===== config.mk =====
export PLATFORM = sky130hd
export DESIGN_NAME = sc_burst_slave
export DESIGN_NICKNAME = d
export VERILOG_FILES = /design/src/rtl/scb_pkg.sv /design/src/rtl/scb_req_queue.sv /design/src/rtl/scb_burst_fsm.sv /design/src/rtl/scb_mem.sv /design/src/rtl/sc_burst_slave.sv
export SDC_FILE = /design/constraint.sdc
export NUM_CORES = 2
export LEC_CHECK = 0
export ABC_CLOCK_PERIOD_IN_PS = 6600
export BUFFER_PORTS_ARGS = -buffer_cell sky130_fd_sc_hd__buf_4
export CAP_MARGIN = 20
export CORE_MARGIN = 3
export CORE_UTILIZATION = 30
export CTS_BUF_LIST = sky130_fd_sc_hd__clkbuf_16
export DETAILED_ROUTE_END_ITERATION = 16
export PLACE_DENSITY_LB_ADDON = 0.2
export SYNTH_ARGS = -nofsm -noshare
export SYNTH_HDL_FRONTEND = slang
export SYNTH_HIERARCHICAL = 1
export SYNTH_SLANG_ARGS = --single-unit

===== constraint.sdc =====
create_clock -name clk -period 6.6 [get_ports clk]
set_input_delay 1.32 -clock clk [delete_from_list [all_inputs] [get_ports clk]]
set_output_delay 1.32 -clock clk [all_outputs]
set_load 0.05 [all_outputs]

===== src/rtl/scb_pkg.sv =====
package scb_pkg;

    typedef enum logic [1:0] {
        ST_IDLE  = 2'd0,
        ST_READ  = 2'd1,
        ST_WRITE = 2'd2
    } svc_state_e;

    function automatic int lane_count(input int data_w);
        return data_w / 8;
    endfunction

endpackage


===== src/rtl/scb_req_queue.sv =====
module scb_req_queue #(
    parameter int WIDTH = 7,
    parameter int DEPTH = 4
) (
    input  logic                       clk,
    input  logic                       rst_n,
    input  logic                       push,
    input  logic [WIDTH-1:0]           din,
    input  logic                       pop,
    output logic [WIDTH-1:0]           dout,
    output logic                       full,
    output logic                       empty,
    output logic [$clog2(DEPTH+1)-1:0] count
);

    localparam int PTR_W = (DEPTH > 1) ? $clog2(DEPTH) : 1;
    localparam int CNT_W = $clog2(DEPTH + 1);
    localparam logic [PTR_W-1:0] LAST_PTR = PTR_W'(DEPTH - 1);
    localparam logic [CNT_W-1:0] FULL_CNT = CNT_W'(DEPTH);

    logic [WIDTH-1:0] slots [DEPTH];
    logic [PTR_W-1:0] wr_ptr;
    logic [PTR_W-1:0] rd_ptr;
    logic             do_push;
    logic             do_pop;

    assign full    = (count == FULL_CNT);
    assign empty   = (count == '0);
    assign do_push = push && !full;
    assign do_pop  = pop && !empty;
    assign dout    = slots[rd_ptr];

    always_ff @(posedge clk or negedge rst_n) begin
        if (!rst_n) begin
            for (int i = 0; i < DEPTH; i++) begin
                slots[i] <= '0;
            end
        end else if (do_push) begin
            slots[wr_ptr] <= din;
        end
    end

    always_ff @(posedge clk or negedge rst_n) begin
        if (!rst_n) begin
            wr_ptr <= '0;
            rd_ptr <= '0;
            count  <= '0;
        end else begin
            if (do_push) begin
                wr_ptr <= (wr_ptr == LAST_PTR) ? '0 : wr_ptr + 1'b1;
            end
            if (do_pop) begin
                rd_ptr <= (rd_ptr == LAST_PTR) ? '0 : rd_ptr + 1'b1;
            end
            unique case ({do_push, do_pop})
                2'b10:   count <= count + 1'b1;
                2'b01:   count <= count - 1'b1;
                default: count <= count;
            endcase
        end
    end

endmodule


===== src/rtl/scb_burst_fsm.sv =====
module scb_burst_fsm
    import scb_pkg::*;
#(
    parameter int ADDR_W    = 6,
    parameter int BURST_LEN = 4
) (
    input  logic                         clk,
    input  logic                         rst_n,
    input  logic                         head_valid,
    input  logic                         head_write,
    input  logic [ADDR_W-1:0]            head_addr,
    output logic                         pop,
    input  logic                         rd_strobe,
    input  logic                         rd_abort,
    input  logic                         wr_strobe,
    input  logic                         wr_abort,
    output logic                         rd_ack,
    output logic                         wr_ack,
    output logic                         mem_we,
    output logic [ADDR_W-1:0]            mem_addr,
    output logic [$clog2(BURST_LEN)-1:0] beat
);

    localparam int BEAT_W = $clog2(BURST_LEN);
    localparam logic [BEAT_W-1:0] LAST_BEAT = BEAT_W'(BURST_LEN - 1);

    svc_state_e        state_q;
    svc_state_e        state_d;
    logic [ADDR_W-1:0] base_q;
    logic [BEAT_W-1:0] beat_q;
    logic              rd_fin;
    logic              wr_fin;
    logic              rd_go;
    logic              wr_go;
    logic              load;

    // next-state: load, finish and chain transitions
    always_comb begin
        rd_fin  = 1'b0;
        wr_fin  = 1'b0;
        rd_go   = 1'b0;
        wr_go   = 1'b0;
        unique case (state_q)
            ST_IDLE: begin
            end
            ST_READ: begin
                rd_fin = rd_abort || (rd_strobe && beat_q == LAST_BEAT);
                rd_go  = rd_strobe && !rd_abort;
            end
            ST_WRITE: begin
                wr_fin = wr_abort || (wr_strobe && beat_q == LAST_BEAT);
                wr_go  = wr_strobe && !wr_abort;
            end
            default: begin
            end
        endcase
        load    = head_valid && (state_q == ST_IDLE || rd_fin || wr_fin);
        state_d = state_q;
        if (load) begin
            state_d = head_write ? ST_WRITE : ST_READ;
        end else if (rd_fin || wr_fin) begin
            state_d = ST_IDLE;
        end
    end

    // state register and burst position
    always_ff @(posedge clk or negedge rst_n) begin
        if (!rst_n) begin
            state_q <= ST_IDLE;
            base_q  <= '0;
            beat_q  <= '0;
        end else begin
            state_q <= state_d;
            if (load) begin
                base_q <= head_addr;
                beat_q <= '0;
            end else if (rd_fin || wr_fin) begin
                beat_q <= '0;
            end else if (rd_go || wr_go) begin
                beat_q <= beat_q + 1'b1;
            end
        end
    end

    // outputs
    always_comb begin
        rd_ack = 1'b0;
        wr_ack = 1'b0;
        mem_we = 1'b0;
        unique case (state_q)
            ST_READ: begin
                rd_ack = 1'b1;
            end
            ST_WRITE: begin
                wr_ack = 1'b1;
                mem_we = wr_strobe && !wr_abort;
            end
            default: begin
            end
        endcase
    end

    assign pop      = load;
    assign mem_addr = base_q + ADDR_W'(beat_q);
    assign beat     = beat_q;

endmodule


===== src/rtl/scb_mem.sv =====
module scb_mem
    import scb_pkg::*;
#(
    parameter int ADDR_W = 6,
    parameter int DATA_W = 32
) (
    input  logic                clk,
    input  logic                rst_n,
    input  logic [ADDR_W-1:0]   addr,
    output logic [DATA_W-1:0]   rd_data,
    input  logic                we,
    input  logic [DATA_W-1:0]   wr_data,
    input  logic [DATA_W/8-1:0] wr_be
);

    localparam int DEPTH = 1 << ADDR_W;
    localparam int LANES = lane_count(DATA_W);

    for (genvar ln = 0; ln < LANES; ln++) begin : g_lane
        logic [7:0] cells [DEPTH];

        always_ff @(posedge clk or negedge rst_n) begin
            if (!rst_n) begin
                for (int w = 0; w < DEPTH; w++) begin
                    cells[w] <= '0;
                end
            end else if (we && wr_be[ln]) begin
                cells[addr] <= wr_data[ln*8 +: 8];
            end
        end

        assign rd_data[ln*8 +: 8] = cells[addr];
    end

endmodule


===== src/rtl/sc_burst_slave.sv =====
module sc_burst_slave #(
    parameter int ADDR_W      = 6,
    parameter int DATA_W      = 32,
    parameter int QUEUE_DEPTH = 4,
    parameter int BURST_LEN   = 4
) (
    input  logic                clk,
    input  logic                rst_n,
    input  logic                rq_valid,
    input  logic                rq_write,
    input  logic [ADDR_W-1:0]   rq_addr,
    output logic                rq_grant,
    input  logic                rd_strobe,
    input  logic                rd_abort,
    output logic                rd_ack,
    output logic [DATA_W-1:0]   rd_data,
    input  logic                wr_strobe,
    input  logic                wr_abort,
    input  logic [DATA_W-1:0]   wr_data,
    input  logic [DATA_W/8-1:0] wr_be,
    output logic                wr_ack
);

    localparam int ENTRY_W = ADDR_W + 1;
    localparam int CNT_W   = $clog2(QUEUE_DEPTH + 1);
    localparam int BEAT_W  = $clog2(BURST_LEN);

    logic [ENTRY_W-1:0] head;
    logic               q_full;
    logic               q_empty;
    logic [CNT_W-1:0]   q_count;
    logic               q_pop;
    logic               mem_we;
    logic [ADDR_W-1:0]  mem_addr;
    logic [BEAT_W-1:0]  beat;

    assign rq_grant = !q_full;

    scb_req_queue #(
        .WIDTH (ENTRY_W),
        .DEPTH (QUEUE_DEPTH)
    ) u_queue (
        .clk   (clk),
        .rst_n (rst_n),
        .push  (rq_valid && rq_grant),
        .din   ({rq_write, rq_addr}),
        .pop   (q_pop),
        .dout  (head),
        .full  (q_full),
        .empty (q_empty),
        .count (q_count)
    );

    scb_burst_fsm #(
        .ADDR_W    (ADDR_W),
        .BURST_LEN (BURST_LEN)
    ) u_fsm (
        .clk        (clk),
        .rst_n      (rst_n),
        .head_valid (!q_empty),
        .head_write (head[ENTRY_W-1]),
        .head_addr  (head[ADDR_W-1:0]),
        .pop        (q_pop),
        .rd_strobe  (rd_strobe),
        .rd_abort   (rd_abort),
        .wr_strobe  (wr_strobe),
        .wr_abort   (wr_abort),
        .rd_ack     (rd_ack),
        .wr_ack     (wr_ack),
        .mem_we     (mem_we),
        .mem_addr   (mem_addr),
        .beat       (beat)
    );

    scb_mem #(
        .ADDR_W (ADDR_W),
        .DATA_W (DATA_W)
    ) u_mem (
        .clk     (clk),
        .rst_n   (rst_n),
        .addr    (mem_addr),
        .rd_data (rd_data),
        .we      (mem_we),
        .wr_data (wr_data),
        .wr_be   (wr_be)
    );

endmodule


Word-level counts from Yosys, hierarchy flattened
Index checks and enable logic that the tools add are counted.
- register bits: 2093
- input port bits: 50
- output and inout port bits: 35
- word-level logic and storage cells: 356
- add/subtract/negate cells: 6
- magnitude comparators: 5
- equality and inequality tests: 8
- muxes and demuxes: 39
- bitwise gates (word level): 3
- reduce and logical (&&, ||, !) cells: 29
- operators with widths (operator ; count):
    512-bit bitwise mux ; 4
    8-bit binary-select mux with 6-bit select ; 4
    8-bit two-way mux ; 9
    8-bit demux with 6-bit select ; 1
    28-bit bitwise mux ; 1
    7-bit two-way mux ; 3
    2-bit two-way mux ; 8
    7-bit binary-select mux with 2-bit select ; 1
    7-bit demux with 2-bit select ; 1
    1-bit logical AND ; 14
    2-bit equality test (second input constant) ; 5
    7-bit >= comparator (second input constant) ; 1
    7-bit by 1-bit less-than comparator with 1-bit output (second input constant) ; 1
    6-bit inverter with 7-bit output ; 1
    2-bit by 1-bit adder with 2-bit output (second input constant) ; 3
    6-bit by 2-bit adder with 6-bit output ; 1
    3-bit >= comparator (second input constant) ; 2
    1-bit logical OR ; 6
    1-bit two-way mux ; 6
    2-bit inverter with 3-bit output ; 2
    3-bit one-hot mux with 2 select lines ; 1
    2-bit by 1-bit equality test with 1-bit output (second input constant) ; 2
    1-bit zero test ; 4
    2-bit nonzero test ; 2
    7 further kinds ; 7

Logic depth before layout (Yosys ltp)
- word-level depth: 10
- gate-level depth with buffers: 14
- gate-level depth less buffers: 12

Modules after synthesis
Netlist, hierarchy kept.
- modules (own cells, without submodules) (module ; instances ; cells each ; area each (sq um) ; seq. area each (sq um)):
    scb_mem ; 1 ; 6909 ; 93707.4 ; 51249.2
    scb_req_queue ; 1 ; 108 ; 1646.6 ; 875.8
    scb_burst_fsm ; 1 ; 77 ; 737.0 ; 250.2
    sc_burst_slave ; 1 ; 3 ; 13.8 ; 0.0

Worst setup path after synthesis
OpenSTA, ideal clock, no wires.
- kind: register to output
- from: register u_fsm.beat_q[0], in the netlist u_fsm/beat[0]
- to: output port rd_data[9]
- data arrival time: 3.239 ns
- data required time: 5.280 ns
- slack: 2.041 ns
- cell stages (with the launch flop): 13
- path buffers: 4
- path through: dfrtp_1 > ha_1 > fa_1 > xor2_1 > buf_6 > buf_6 > inv_4 > buf_1 > clkbuf_1 > mux2i_1 > o22ai_1 > nor4_1 > nand4_1
- word-level cells in the longest chain between the ends: 5
- ends and longest elaborated chain (item ; RTL line ; text):
    start: declaration ; scb_burst_fsm.sv:30 ; logic [BEAT_W-1:0] beat_q;
    start signal: assignment ; scb_burst_fsm.sv:80 ; beat_q <= beat_q + 1'b1;
    6-bit by 2-bit adder with 6-bit output ; scb_burst_fsm.sv:104 ; assign mem_addr = base_q + ADDR_W'(beat_q);
    via mem_addr[2] ; sc_burst_slave.sv:34 ; logic [ADDR_W-1:0] mem_addr;
    6-bit inverter with 7-bit output (not written as such) ; scb_mem.sv:32 ; assign rd_data[ln*8 +: 8] = cells[addr];
    8-bit binary-select mux with 6-bit select ; scb_mem.sv:32 ;
    8-bit two-way mux (not written as such) (2 in series) ; scb_mem.sv:32 ;
    end: declaration ; sc_burst_slave.sv:16 ; output logic [DATA_W-1:0] rd_data,
The timed path passes the listed nets, and every way through them passes these cells. The select of a mux whose other input is x is not followed.

Worst setup path after layout
- from: register u_fsm.beat_q[0], in the netlist u_fsm/beat[0]
- to: output port rd_data[7]
The elaborated chain is that of the path after synthesis.

==> impl_metrics.yaml <==
place:
  place_hpwl_microns: 210100
  place_inst: 10970
  placed_cell_area_sq_mm: 0.1016
  portBuffers: 84
  gp_congestion: 0.7951
synthesis:
  yosys_register_bits: 2093
  synth_edf_count: 0
  synth_warnings: 6
  asyncSetResetFlopFracSynth_pct: 100.0
  synth_top_family_by_area: "multiplexers"
  synth_compound_area_share_pct: 9.867
  synth_seq_area_share_pct: 54.50
  synth-simple-area-share_pct: 4.249
  synth.area.mux_share_pct: 28.23
  synth_top_area_share_pct: 54.50
  synth_area_sq_mm: 0.09610
  synth.area.top_cells: "dfrtp_1 (54%), mux2_2 (25%), a22oi_1 (2.7%), a221oi_1 (2.7%), mux2i_1 (1.6%)"
  syn_nets: 7158
  avgSynthCellArea_sq_um: 13.54
  yosys.area.top_type: "dfrtp_1"
  yosys.cell_count.top_type: "mux2_2"
  syn_inst: 7097
  yosys.area_share.xor_xnor_pct: 0.06379
  synth_cell_type_count: 83
  synth_fa_ha_area_share_pct: 0.1588
  synthTopCellsByCount: "mux2_2 (2100), dfrtp_1 (2093), a22oi_1 (344)"
  ys.flop_type: "dfrtp_1"
cells_and_area:
  final-seq-area_sq_mm: 0.05238
  drive_above_1_share_pct: 43.65
  final_area_sq_mm: 0.1094
  multi_input_area_sq_mm: 0.04134
  fin_nets: 7133
  fill_cells: 30939
  finalNonFillerCells: 11433
  area_delta_synth_final_pct: 13.82
floorplan:
  dieArea_sq_mm: 0.3272
  core_area_sq_mm: 0.3183
  die_w_microns: 572.0
  initial_utilization_pct: 30.19
  top_level_ports: 85
  rows: 207
  die_h_microns: 572.0
cts:
  clk_path_buf_depth: 4
  clock_tree.root_cell: "clkbuf_16"
  holdBufCountCts: 0
  cts_tree: "built"
  cts.clk_slew.worst_paths_ps: 60
  htreeDepth: 4
  clock-sinks: 2093
  clk_latency_ps: 880
  cts_buffers: 235
drt:
  drt_iter0_markers: 5300
  avgRoutedWirePerCell_microns: 29.44
  ant_nets: 0
  drt_wl_total_microns: 336600
  dr.pass1.iters: 5
  dr_total_vias: 63548
  vias_per_cell: 5.558
  drc: 0
grt:
  track_usage_pct: 20.10
  antenna_found_initial: 12
  grt_max_degree: 158
  grt-ovfl-total: 0
  grt_pass1_wl_microns: 487800
  grt_pass1_vias: 65385
power:
  vdd_drop_max_v: 0.0005083
  power_density_mw_per_mm2: 401.9
  power_leakage_nw: 50.10
setup_path:
  cp_num_buf_inv: 6
  critPathRequiredTime_ps: 5280
  worst-path-max-fanout: 22
  cp-end-kind: "primary output"
  crit_chain: "ha_4, fa_4, xor2_4, buf_12, buf_12, buf_4, buf_8, buf_16, mux2_2, a221o_1, a22oi_1, o22a_1, nand4b_1, buf_6"
  worstSetupPathType: "reg2out"
  cp_top_family: "buffers and inverters"
  cpMaxStageDelayCell: "fa_4"
  crit_arrival_ps: 5240
  worst_setup_path_start_kind: "flip-flop"
  cp_common_cell: "buf_12"
  critPathMaxStageDelay_ps: 510
timing:
  fin_skew_ps: 43.75
  drv_slew: 0
  final-setup-viol-count: 0
  rsz0062_at_grt: "yes"
  tightest_slew_ps: 1074
  slew_headroom_pct: 28.37
  fin_crit_sh_pct: 99.34
  hold_viol: 0
  clock.fmax_mhz: 152.5
  period_minus_slack_ps: 6557
flow_run:
  maxCapViolations: 0
run_status:
  status: "finished, final reports clean"
hold_path:
  hp-class: "in2async"
==> cell type report <==
cell class / instances / share of cell area, %
Timing Repair Buffer: 329 / 3.059
Clock buffer: 237 / 5.422
Antenna cell: 2 / 0.004575
Tap cell: 4180 / 4.781
Clock inverter: 179 / 0.9997
Inverter: 15 / 0.06291
Sequential cell: 2093 / 47.88
Multi-Input combinational cell: 4398 / 37.79
==> through the flow <==
stage	setup slack, ps	setup TNS (ps)	hold WS, ps	util, %	total power [mW]
floorplan	2041	0	452.2	-	23.17
global placement	-141.8	-141.8	461.6	31.91	30.85
detailed placement	50.13	0	472.0	31.91	30.92
CTS	-16.11	-16.11	410.3	34.30	44.05
global route	-7.733	-17.32	416.0	34.36	45.61
finish	43.42	0	422.2	34.37	43.96
==> placed cells by master (no fill, tap or decap), drive strengths merged, types with 11 or more instances in the layout <==
| master | netlist | layout |
|---|---|---|
| mux2i | 151 | 151 |
| o221ai | 41 | 41 |
| inv | 15 | 69 |
| dfrtp | 2093 | 2093 |
| a221oi | 299 | 299 |
| mux2 | 2187 | 2187 |
| a22oi | 344 | 344 |
| mux4 | 44 | 44 |
| and3 | 11 | 11 |
| o22a | 14 | 14 |
| nand4 | 22 | 22 |
| nor4 | 13 | 13 |
| o22ai | 160 | 160 |
| o21ai | 138 | 138 |
| bufinv | 0 | 12 |
| a221o | 24 | 24 |
| buf | 284 | 326 |
| nand2 | 122 | 122 |
| clkinv | 0 | 110 |
| a211oi | 23 | 23 |
| a22o | 32 | 32 |
| clkbuf | 312 | 239 |
| nor2 | 417 | 418 |
| or3 | 17 | 19 |
| a31oi | 13 | 13 |
| a21oi | 143 | 143 |
| nor3 | 33 | 33 |
| a311oi | 13 | 13 |
| nor2b | 12 | 12 |
| nand3 | 12 | 12 |
==> state kept, by name (all words and copies together), names as in the netlist <==
signal	count
u_fsm/beat	2
u_queue/wr_ptr	2
u_queue/rd_ptr	2
u_mem/g_lane.cells	2048
u_fsm/state_q	2
u_fsm/base_q	6
u_queue/slots	28
u_queue/count	3
==> worst paths after layout <==
kind                                           startpoint                         end  slack (ps)  cells after the start
min in group clk                u_mem/g_lane[0].cells[19]   u_mem/g_lane[0].cells[19]         480                      1
max in group asynchronous                           rst_n  u_mem/g_lane[2].cells[180]        4500                      3
worst max register to register              u_fsm/beat[0]  u_mem/g_lane[1].cells[490]        1540                      9
worst min register to register  u_mem/g_lane[0].cells[19]   u_mem/g_lane[0].cells[19]         480                      1
worst max-delay path                        u_fsm/beat[0]                  rd_data[7]          40                     14
worst min-delay path                                rst_n  u_mem/g_lane[3].cells[151]         420                      1
==> logic make-up after synthesis <==
group           after synthesis
compound gates             1295
xor+xnor                      7
fa+ha+maj                    11
buf+inv                     611
flops                      2093
mux                        2382
simple gates                698
==> per-layer routing <==
layer  share of wire (%)  up-vias  GRT usage [%]
met1                  47    34711          29.35
met5              0.0039        -              0
li1                    -    26581              -
met3                 5.6      406          2.963
met2                  46     1848          31.36
met4                 2.3        2          4.544
==> report_power, final <==
part / switching, mW / internal [mW] / total, mW
combinational: 12.5 / 5.01 / 17.5
sequential: 0.473 / 13.6 / 14.1
clock: 5.43 / 6.90 / 12.3
total: 18.4 / 25.5 / 44.0
==> timing repair <==
action                                  CTS  global route
setup buffers                            35             2
hold endpoints to repair                  0             0
pin swaps                                12             5
cloned                                    4             4
endpoints found under the setup margin   32            23
gates resized for setup                  36            35
Note: power is estimated with default switching activity, not from simulation.
